===== src/rtl/redir_pkg.sv =====
package redir_pkg;
  localparam int DEF_SLOTS    = 8;
  localparam int DEF_ID_W     = 16;
  localparam int DEF_EXT_CNT  = 2;
  localparam int DEF_EXT_BASE = 1;

  // Identifier assigned to known extension k.
  function automatic int ext_ident(input int base, input int k);
    return base + k;
  endfunction
endpackage


===== src/rtl/redir_slot_store.sv =====
module redir_slot_store #(
  parameter int NUM_SLOTS = 8,
  parameter int ID_W      = 16,
  localparam int SLOT_W   = $clog2(NUM_SLOTS)
) (
  input  logic              clk,
  input  logic              rst,
  input  logic              wr_open,
  input  logic [SLOT_W-1:0] wr_open_slot,
  input  logic [ID_W-1:0]   wr_open_id,
  input  logic              wr_close,
  input  logic [SLOT_W-1:0] wr_close_slot,
  input  logic [SLOT_W-1:0] rd_slot,
  output logic [ID_W-1:0]   rd_id
);
  localparam logic [ID_W-1:0] EMPTY = '1;

  logic [ID_W-1:0] tbl [NUM_SLOTS];

  // Open is suppressed when close targets the same slot: close wins.
  logic open_eff;
  assign open_eff = wr_open && !(wr_close && (wr_close_slot == wr_open_slot));

  always_ff @(posedge clk) begin
    if (rst) begin
      for (int i = 0; i < NUM_SLOTS; i++) tbl[i] <= EMPTY;
    end else begin
      if (open_eff) tbl[wr_open_slot] <= wr_open_id;
      if (wr_close) tbl[wr_close_slot] <= EMPTY;
    end
  end

  // Asynchronous read: dispatch sees the value before any same-cycle write.
  assign rd_id = tbl[rd_slot];

  p_reset_empty_r1: assert property (@(posedge clk)
    rst |=> (tbl[0] == EMPTY) && (tbl[NUM_SLOTS-1] == EMPTY));

  p_close_wins_r6: assert property (@(posedge clk) disable iff (rst)
    (wr_open && wr_close && (wr_open_slot == wr_close_slot))
      |=> (tbl[$past(wr_close_slot)] == EMPTY));

  p_close_clears_r3: assert property (@(posedge clk) disable iff (rst)
    wr_close |=> (tbl[$past(wr_close_slot)] == EMPTY));

  p_open_stores_r2: assert property (@(posedge clk) disable iff (rst)
    (wr_open && !(wr_close && (wr_close_slot == wr_open_slot)))
      |=> (tbl[$past(wr_open_slot)] == $past(wr_open_id)));
endmodule


===== src/rtl/redir_id_match.sv =====
module redir_id_match #(
  parameter int ID_W     = 16,
  parameter int EXT_CNT  = 2,
  parameter int EXT_BASE = 1
) (
  input  logic [ID_W-1:0]    id_i,
  output logic [EXT_CNT-1:0] hit_o
);
  for (genvar k = 0; k < EXT_CNT; k++) begin : g_ext
    localparam logic [ID_W-1:0] KNOWN = ID_W'(redir_pkg::ext_ident(EXT_BASE, k));
    assign hit_o[k] = (id_i == KNOWN);
  end

  always_comb begin
    assert ($onehot0(hit_o)) else $error("p_hit_unique_r10: multiple matches");
  end
endmodule


===== src/rtl/redir_handle_table.sv =====
module redir_handle_table #(
  parameter int NUM_SLOTS = redir_pkg::DEF_SLOTS,
  parameter int ID_W      = redir_pkg::DEF_ID_W,
  parameter int EXT_CNT   = redir_pkg::DEF_EXT_CNT,
  parameter int EXT_BASE  = redir_pkg::DEF_EXT_BASE,
  localparam int SLOT_W   = $clog2(NUM_SLOTS)
) (
  input  logic               clk,
  input  logic               rst,
  input  logic               open_vld,
  input  logic [SLOT_W-1:0]  open_slot,
  input  logic [ID_W-1:0]    open_id,
  input  logic               close_vld,
  input  logic [SLOT_W-1:0]  close_slot,
  input  logic               disp_vld,
  input  logic [SLOT_W-1:0]  disp_slot,
  output logic               disp_rsp_vld,
  output logic [EXT_CNT-1:0] disp_sel,
  output logic               disp_illegal,
  output logic [SLOT_W-1:0]  disp_fn
);
  logic [ID_W-1:0]    slot_id;
  logic [EXT_CNT-1:0] hit;
  logic               any_hit;

  redir_slot_store #(.NUM_SLOTS(NUM_SLOTS), .ID_W(ID_W)) store_i (
    .clk          (clk),
    .rst          (rst),
    .wr_open      (open_vld),
    .wr_open_slot (open_slot),
    .wr_open_id   (open_id),
    .wr_close     (close_vld),
    .wr_close_slot(close_slot),
    .rd_slot      (disp_slot),
    .rd_id        (slot_id)
  );

  redir_id_match #(.ID_W(ID_W), .EXT_CNT(EXT_CNT), .EXT_BASE(EXT_BASE)) match_i (
    .id_i (slot_id),
    .hit_o(hit)
  );

  assign any_hit      = |hit;
  assign disp_rsp_vld = disp_vld;
  assign disp_sel     = disp_vld ? hit : '0;
  assign disp_illegal = disp_vld && !any_hit;
  assign disp_fn      = (disp_vld && any_hit) ? disp_slot : '0;

  p_one_outcome_r10: assert property (@(posedge clk) disable iff (rst)
    disp_rsp_vld |-> (($countones(disp_sel) + 32'(disp_illegal)) == 1));

  p_idle_quiet_r9: assert property (@(posedge clk) disable iff (rst)
    !disp_vld |-> (disp_sel == '0) && !disp_illegal && (disp_fn == '0));

  p_fn_index_r11: assert property (@(posedge clk) disable iff (rst)
    (disp_sel != '0) |-> (disp_fn == disp_slot));
endmodule


===== config.mk =====
export PLATFORM = sky130hd
export DESIGN_NAME = redir_handle_table
export DESIGN_NICKNAME = d
export VERILOG_FILES = /design/src/rtl/redir_pkg.sv /design/src/rtl/redir_slot_store.sv /design/src/rtl/redir_id_match.sv /design/src/rtl/redir_handle_table.sv
export SDC_FILE = /design/constraint.sdc
export NUM_CORES = 1
export LEC_CHECK = 0
export BUFFER_PORTS_ARGS = -buffer_cell sky130_fd_sc_hd__buf_2
export CAP_MARGIN = 10
export CORE_ASPECT_RATIO = 1.5
export CORE_MARGIN = 2
export CORE_UTILIZATION = 25
export DETAILED_ROUTE_END_ITERATION = 7
export SYNTH_ARGS = -nofsm -noshare
export SYNTH_HDL_FRONTEND = slang
export SYNTH_SLANG_ARGS = --single-unit

===== constraint.sdc =====
create_clock -name clk -period 2.55 [get_ports clk]
set_clock_uncertainty 0.1 [all_clocks]
set_input_delay 0.1275 -clock clk [delete_from_list [all_inputs] [get_ports clk]]
set_output_delay 0.1275 -clock clk [all_outputs]
set_load 0.05 [all_outputs]

==> Word-level counts from Yosys, hierarchy flattened <==
Memory sizes are Yosys's and may differ from the RTL's.
Cells that the tools add are included.
{ "totals": {"mem_bits_ro": 0, "ramBits": 128, "mem_count": 1, "word_cells": 29, "ff_bits": 0, "latch_bits": 0, "output_inout_bits": 7} }
{ "op_classes": {"n_shift": 0, "n_eq_ne": 3, "n_reduce_logical": 9, "addsub": 0, "n_div": 0, "n_bitwise": 0, "mul": 0, "n_mux": 16, "n_lt_le_gt_ge": 0} }
{ "memory_table": {"columns": ["name", "words", "word_bits", "read_ports", "rd_ports_with_merged_regs", "wr", "line", "source"], "rows": [
  ["store_i.tbl", 8, 16, 1, 0, 8, "redir_slot_store.sv:18", "logic [ID_W-1:0] tbl [NUM_SLOTS];"]
]} }
{ "op_table": {"columns": ["op", "n"], "rows": [
  ["$mux 16", 2],
  ["$reduce_or 16->1", 2],
  ["$eq 16x1->1 const B", 1],
  ["$eq 16x2->1 const B", 1],
  ["$mux 1", 10],
  ["$mux 3", 3],
  ["$logic_and 1x1->1", 4],
  ["$eq 3x3->1", 1],
  ["$logic_not 1->1", 2],
  ["$mux 2", 1],
  ["$reduce_or 2->1", 1]
]} }

==> Depth between registers and ports, before layout <==
{ "logic_depth": {"ltp_word": 9, "mapped_depth": 9, "depth_no_buf": 6} }

==> Cells and area by module <==
A second synthesis with hierarchy kept.
{ "hier_totals": {"cells_unflattened": 702, "hier_area_um2": 6912.9} }
{ "modules_own_cells": {"columns": ["mod", "instances", "cells_each", "area_each_um2", "seq_area_each_um2"], "rows": [
  ["redir_slot_store", 1, 688, 6790.3, 2562.5],
  ["redir_handle_table", 1, 7, 63.8, 0.0],
  ["redir_id_match", 1, 7, 58.8, 0.0]
]} }

==> Worst setup path after synthesis <==
Ideal clock, no wire load.
{ "synth_path": {"kind": "reg2out", "start": "memory store_i.tbl[0][5]", "end": "output port disp_illegal", "path_slack_ps": 266, "path_stages_with_launch": 7, "arrival_time_ps": 2057, "cell_sequence": "dfxtp_1 > or3_1 > nor4_1 > a31o_2 > nor4_1 > nor2_1 > a31oi_1"} }
{ "synth_between": {"elab_chain_cells": 5} }
{ "synth_rtl": {"columns": ["element", "line", "source"], "rows": [
  ["start: declaration", "redir_slot_store.sv:18", null],
  ["$mem_v2 8x16 *", null, null],
  ["$eq 16x1->1 or $eq 16x2->1 (tied branches)", "redir_id_match.sv:11", "assign hit_o[k] = (id_i == KNOWN);"],
  ["$reduce_or 2->1 *", "redir_handle_table.sv:43", "assign any_hit = |hit;"],
  ["$logic_not 1->1 *", "redir_handle_table.sv:46", "assign disp_illegal = disp_vld && !any_hit;"],
  ["$logic_and 1x1->1 *", "redir_handle_table.sv:46", null],
  ["end: declaration", "redir_handle_table.sv:19", "output logic disp_illegal,"]
]} }
Every way passes the cells marked *; elsewhere a longest branch is shown, timed or not.

==> Final worst setup path <==
{ "layout_path": {"start": "memory store_i.tbl[4][12]", "end": "output port disp_sel[1]"} }
{ "layout_between": {"elab_chain_cells": 3} }
{ "layout_rtl": {"columns": ["element", "line", "source"], "rows": [
  ["$mem_v2 8x16", null, null],
  ["$eq 16x2->1", "redir_id_match.sv:11", null],
  ["$mux 2", "redir_handle_table.sv:45", "assign disp_sel = disp_vld ? hit : '0;"],
  ["end: declaration", "redir_handle_table.sv:18", "output logic [EXT_CNT-1:0] disp_sel,"]
]} }
No other way between the ends.

==> summary.md <==
| Metric | Value |
|---|---|
| Global-route wire length before repair | 28270 um |
| M3 GR Usage | 0.02746 |
| IO buf count | 36 |
| Crit-path max cell delay | 0.52 ns |
| Worst skew pair latency | 0.41 ns |
| Sequential area share after synthesis | 0.4578 |
| Max_slew headroom | 0.4909 |
| Max reg flops | 128 |
| Pin count of the biggest net entering global routing | 70 |
| Total power | 5.016 mW |
| Worst r2r src | store_i.tbl[7][1] |
| YS warnings | 0 |
| Ports | 37 |
| Critical Path RT | 2.32 ns |
| Setup crit start kind | register |
| Min Clock Period, post-route | 2.596 ns |
| Final ANT Viol Nets | 0 |
| Worst setup path category | register to output pin |
| Post-synth EDFFs | 0 |
| Unique masters post-synth | 40 |
| CTS H-tree depth | 4 |
| Chip width | 126.2 um |
| Syn_nets | 749 |
| Critical Path Sink Type | output pin |
| Core area | 22130 sq um |
| Fin worst setup slack | -0.04562 ns |
| Clock slew at reported path FFs | 0.05 ns |
| Number of DRC markers in iteration 0 | 535 |
| Worst slew pin tran | 0.7636 ns |
| CP max FO | 3 |
| WL/cell | 17.81 um |
| Initial DRT Pass Iterations | 5 |
| Primary FF master, synth | dfxtp_1 |
| Post-DP HPWL | 11950 um |
| Max Fclk | 385.3 MHz |
| Worst hold slack | 0.02355 ns |
| Yosys reg bits | 128 |
| TritonCTS Buffers | 17 |
| Inst Count DP | 988 |
| Async S/R FF share, synth | 0 |
| CTS tree | built |
| Die area | 23630 sq um |
| Initial antenna violation count | 0 |
| Run status | finished, violations left |
| Largest regs | store_i.tbl x128 |
| R2R Path End | store_i.tbl[7][1] |
| Hold Startpoint | open_id[1] |
| Worst R2R Path Depth | 2 |
| Vias per std cell | 5.127 |
| Final Net Count | 762 |
| Syn Area/Cell | 7.786 sq um |
| GRT Max-Usage Layer | met2 |
| CP Cell Sequence | or4_4 -> nor3_2 -> a21boi_1 -> a32o_2 -> nor3_2 -> and4_4 -> buf_8 |
| Failing checks | setup timing |
| Pleak | 2.408 nW |
| Antenna cells | 0 |
| Setup_tns | -0.08748 ns |
| Cell Pwr Density | 747.6 nW/um^2 |
| Row count | 67 |
| WHS Path Cells | 3 |
| DR vias | 5230 |
| Post-layout instance area | 6710 sq um |
| GRT Util Overall | 0.1548 |
| R2R setup slack | 1.50 ns |
| Die Ht | 187.3 um |
| DP Area | 5926 sq um |
| Worst path bufs/invs | 1 |
| Mapped Area | 5598 sq um |
| Area growth, synth to finish | 19.87% |
| DRC | 0 |
| Hold EP | store_i.tbl[2][1] |
| Max Transition Viols Final | 0 |
| CP dominant cell by count | nor3_2 |
| Top delay family on crit path | simple AND/OR/NAND/NOR gates |
| Post-Layout Cell Count | 1020 |
| RSZ-0062 raised after global routing | true |
| Worst Hold Class | input port to register |
| Cells after Synth | 719 |
| Starting density of the core | 0.2529 |
| Total wire length | 18170 um |
| CP max-delay cell | or4_4 |
| Biggest register | store_i.tbl |
| Post-layout util | 0.3032 |
| Met2 Use GR | 0.2781 |
| Bufs on Longest Clock Path | 2 |
| VDD IR-drop max | 418.6 uV |
| Vias in the first global route | 5063 |
| Part of the cycle the worst path needs | 1.018 |
| Finish-stage setup viols | 2 |
| WP data arrival | 2.37 ns |
| Final Hold Viols | 0 |
| Grt met1 use | 0.1641 |
| Clock Root Buffer | clkbuf_16 |
| Max-cap viol count | 0 |
| Worst setup slack after placement | 0.1440 ns |
| Gpl congestion | 0.8421 |
| Overflow after GRT | 0 |
| Hold-fix buffers at CTS | 0 |
| Sink Count | 128 |
| Fraction of layout cells with a size suffix above 1 | 0.1599 |
## layer usage
layer | up-vias | share of wire | routed length, um
met5 | - | 0 | 0
li1 | 2526 | - | -
met4 | 0 | 0.059 | 1069
met2 | 148 | 0.52 | 9455
met3 | 51 | 0.044 | 801
met1 | 2505 | 0.38 | 6840
## cells by family (layout without fill, tap and decap cells)
| kind of cell | Yosys count | count (layout) | share of synthesized area |
|---|---|---|---|
| AO/OA/AOI/OAI | 148 | 148 | 0.1430 |
| AND/OR/NAND/NOR | 362 | 362 | 0.3064 |
| XOR/XNOR | 2 | 2 | 0.003130 |
| buffers and inverters | 72 | 97 | 0.07264 |
| multiplexers | 7 | 7 | 0.01699 |
| flip-flops | 128 | 128 | 0.4578 |
## cell usage in the layout, fill, tap and decap left out, drive strengths merged, types with 7 or more instances in the layout
cell type  synthesis  layout
nand2             16      16
nor4              12      12
nor2             146     146
nor3             147     147
and2               7       7
buf               53      63
clkbuf            16      17
o21ai            129     129
dfxtp            128     128
## final cells by class
| type | count | area, sq um |
|---|---|---|
| clock buffer | 17 | 425.4 |
| clock inverter | 14 | 215.2 |
| fill | 2374 | 15420 |
| inverter | 3 | 11.26 |
| multi-input combinational | 519 | 2715 |
| sequential | 128 | 2567 |
| tap | 276 | 345.3 |
| timing repair buffer | 63 | 430.4 |
## worst max-delay path by stage
stage	startpoint	endpoint	slack [ns]	cells past startpoint
after floorplan	store_i.tbl[0][5]	disp_illegal	0.27	6
after global placement	disp_slot[0]	disp_fn[0]	0.11	9
after detailed placement	open_slot[2]	store_i.tbl[7][1]	0.14	8
after CTS	store_i.tbl[5][1]	disp_fn[0]	-0.009	7
after global routing	store_i.tbl[7][1]	disp_fn[0]	-0.12	7
final	store_i.tbl[4][12]	disp_sel[1]	-0.05	7
## worst reg2reg max path, stage by stage (launching register included)
cell and delay (ns):
dfxtp_2 0.31, nor3_1 0.29, o21ai_0 0.17
## synthesized netlist by cell type, types with 2 or more instances
cell type	instances	area share
nand3b_1	2	0.0027
buf_2	33	0.030
nor2_1	146	0.098
clkbuf_1	15	0.010
o21ai_0	98	0.088
and3_1	6	0.0067
nor2b_1	5	0.0056
nand2_1	16	0.011
and2_1	7	0.0078
mux2i_1	5	0.0089
nand4_1	3	0.0034
nand4b_1	6	0.0094
inv_1	3	0.0020
nor4_1	11	0.012
a22oi_1	2	0.0027
dfxtp_1	128	0.46
a31oi_1	2	0.0022
a211oi_1	3	0.0040
a21oi_1	5	0.0045
nor3_1	147	0.13
o21ai_1	31	0.028
buf_4	15	0.020
mux4_2	2	0.0080
nand3_1	6	0.0054
and4_1	2	0.0031
xor2_1	2	0.0031
buf_6	5	0.010
## timing repair
action / 4_1_cts / 5_1_grt
pin swaps: 7 / 5
setup endpoints to repair: 5 / 6
resized for setup: 32 / 5
setup buffers: 2 / 0
## power breakdown
part / internal [mW] / leakage [nW] / switching (mW)
Sequential: 2.05 / 1.04 / 0.0237
Clock: 1.73 / 0.309 / 0.914
Combinational: 0.0835 / 1.06 / 0.221
Note: power is estimated with default switching activity, not from simulation.
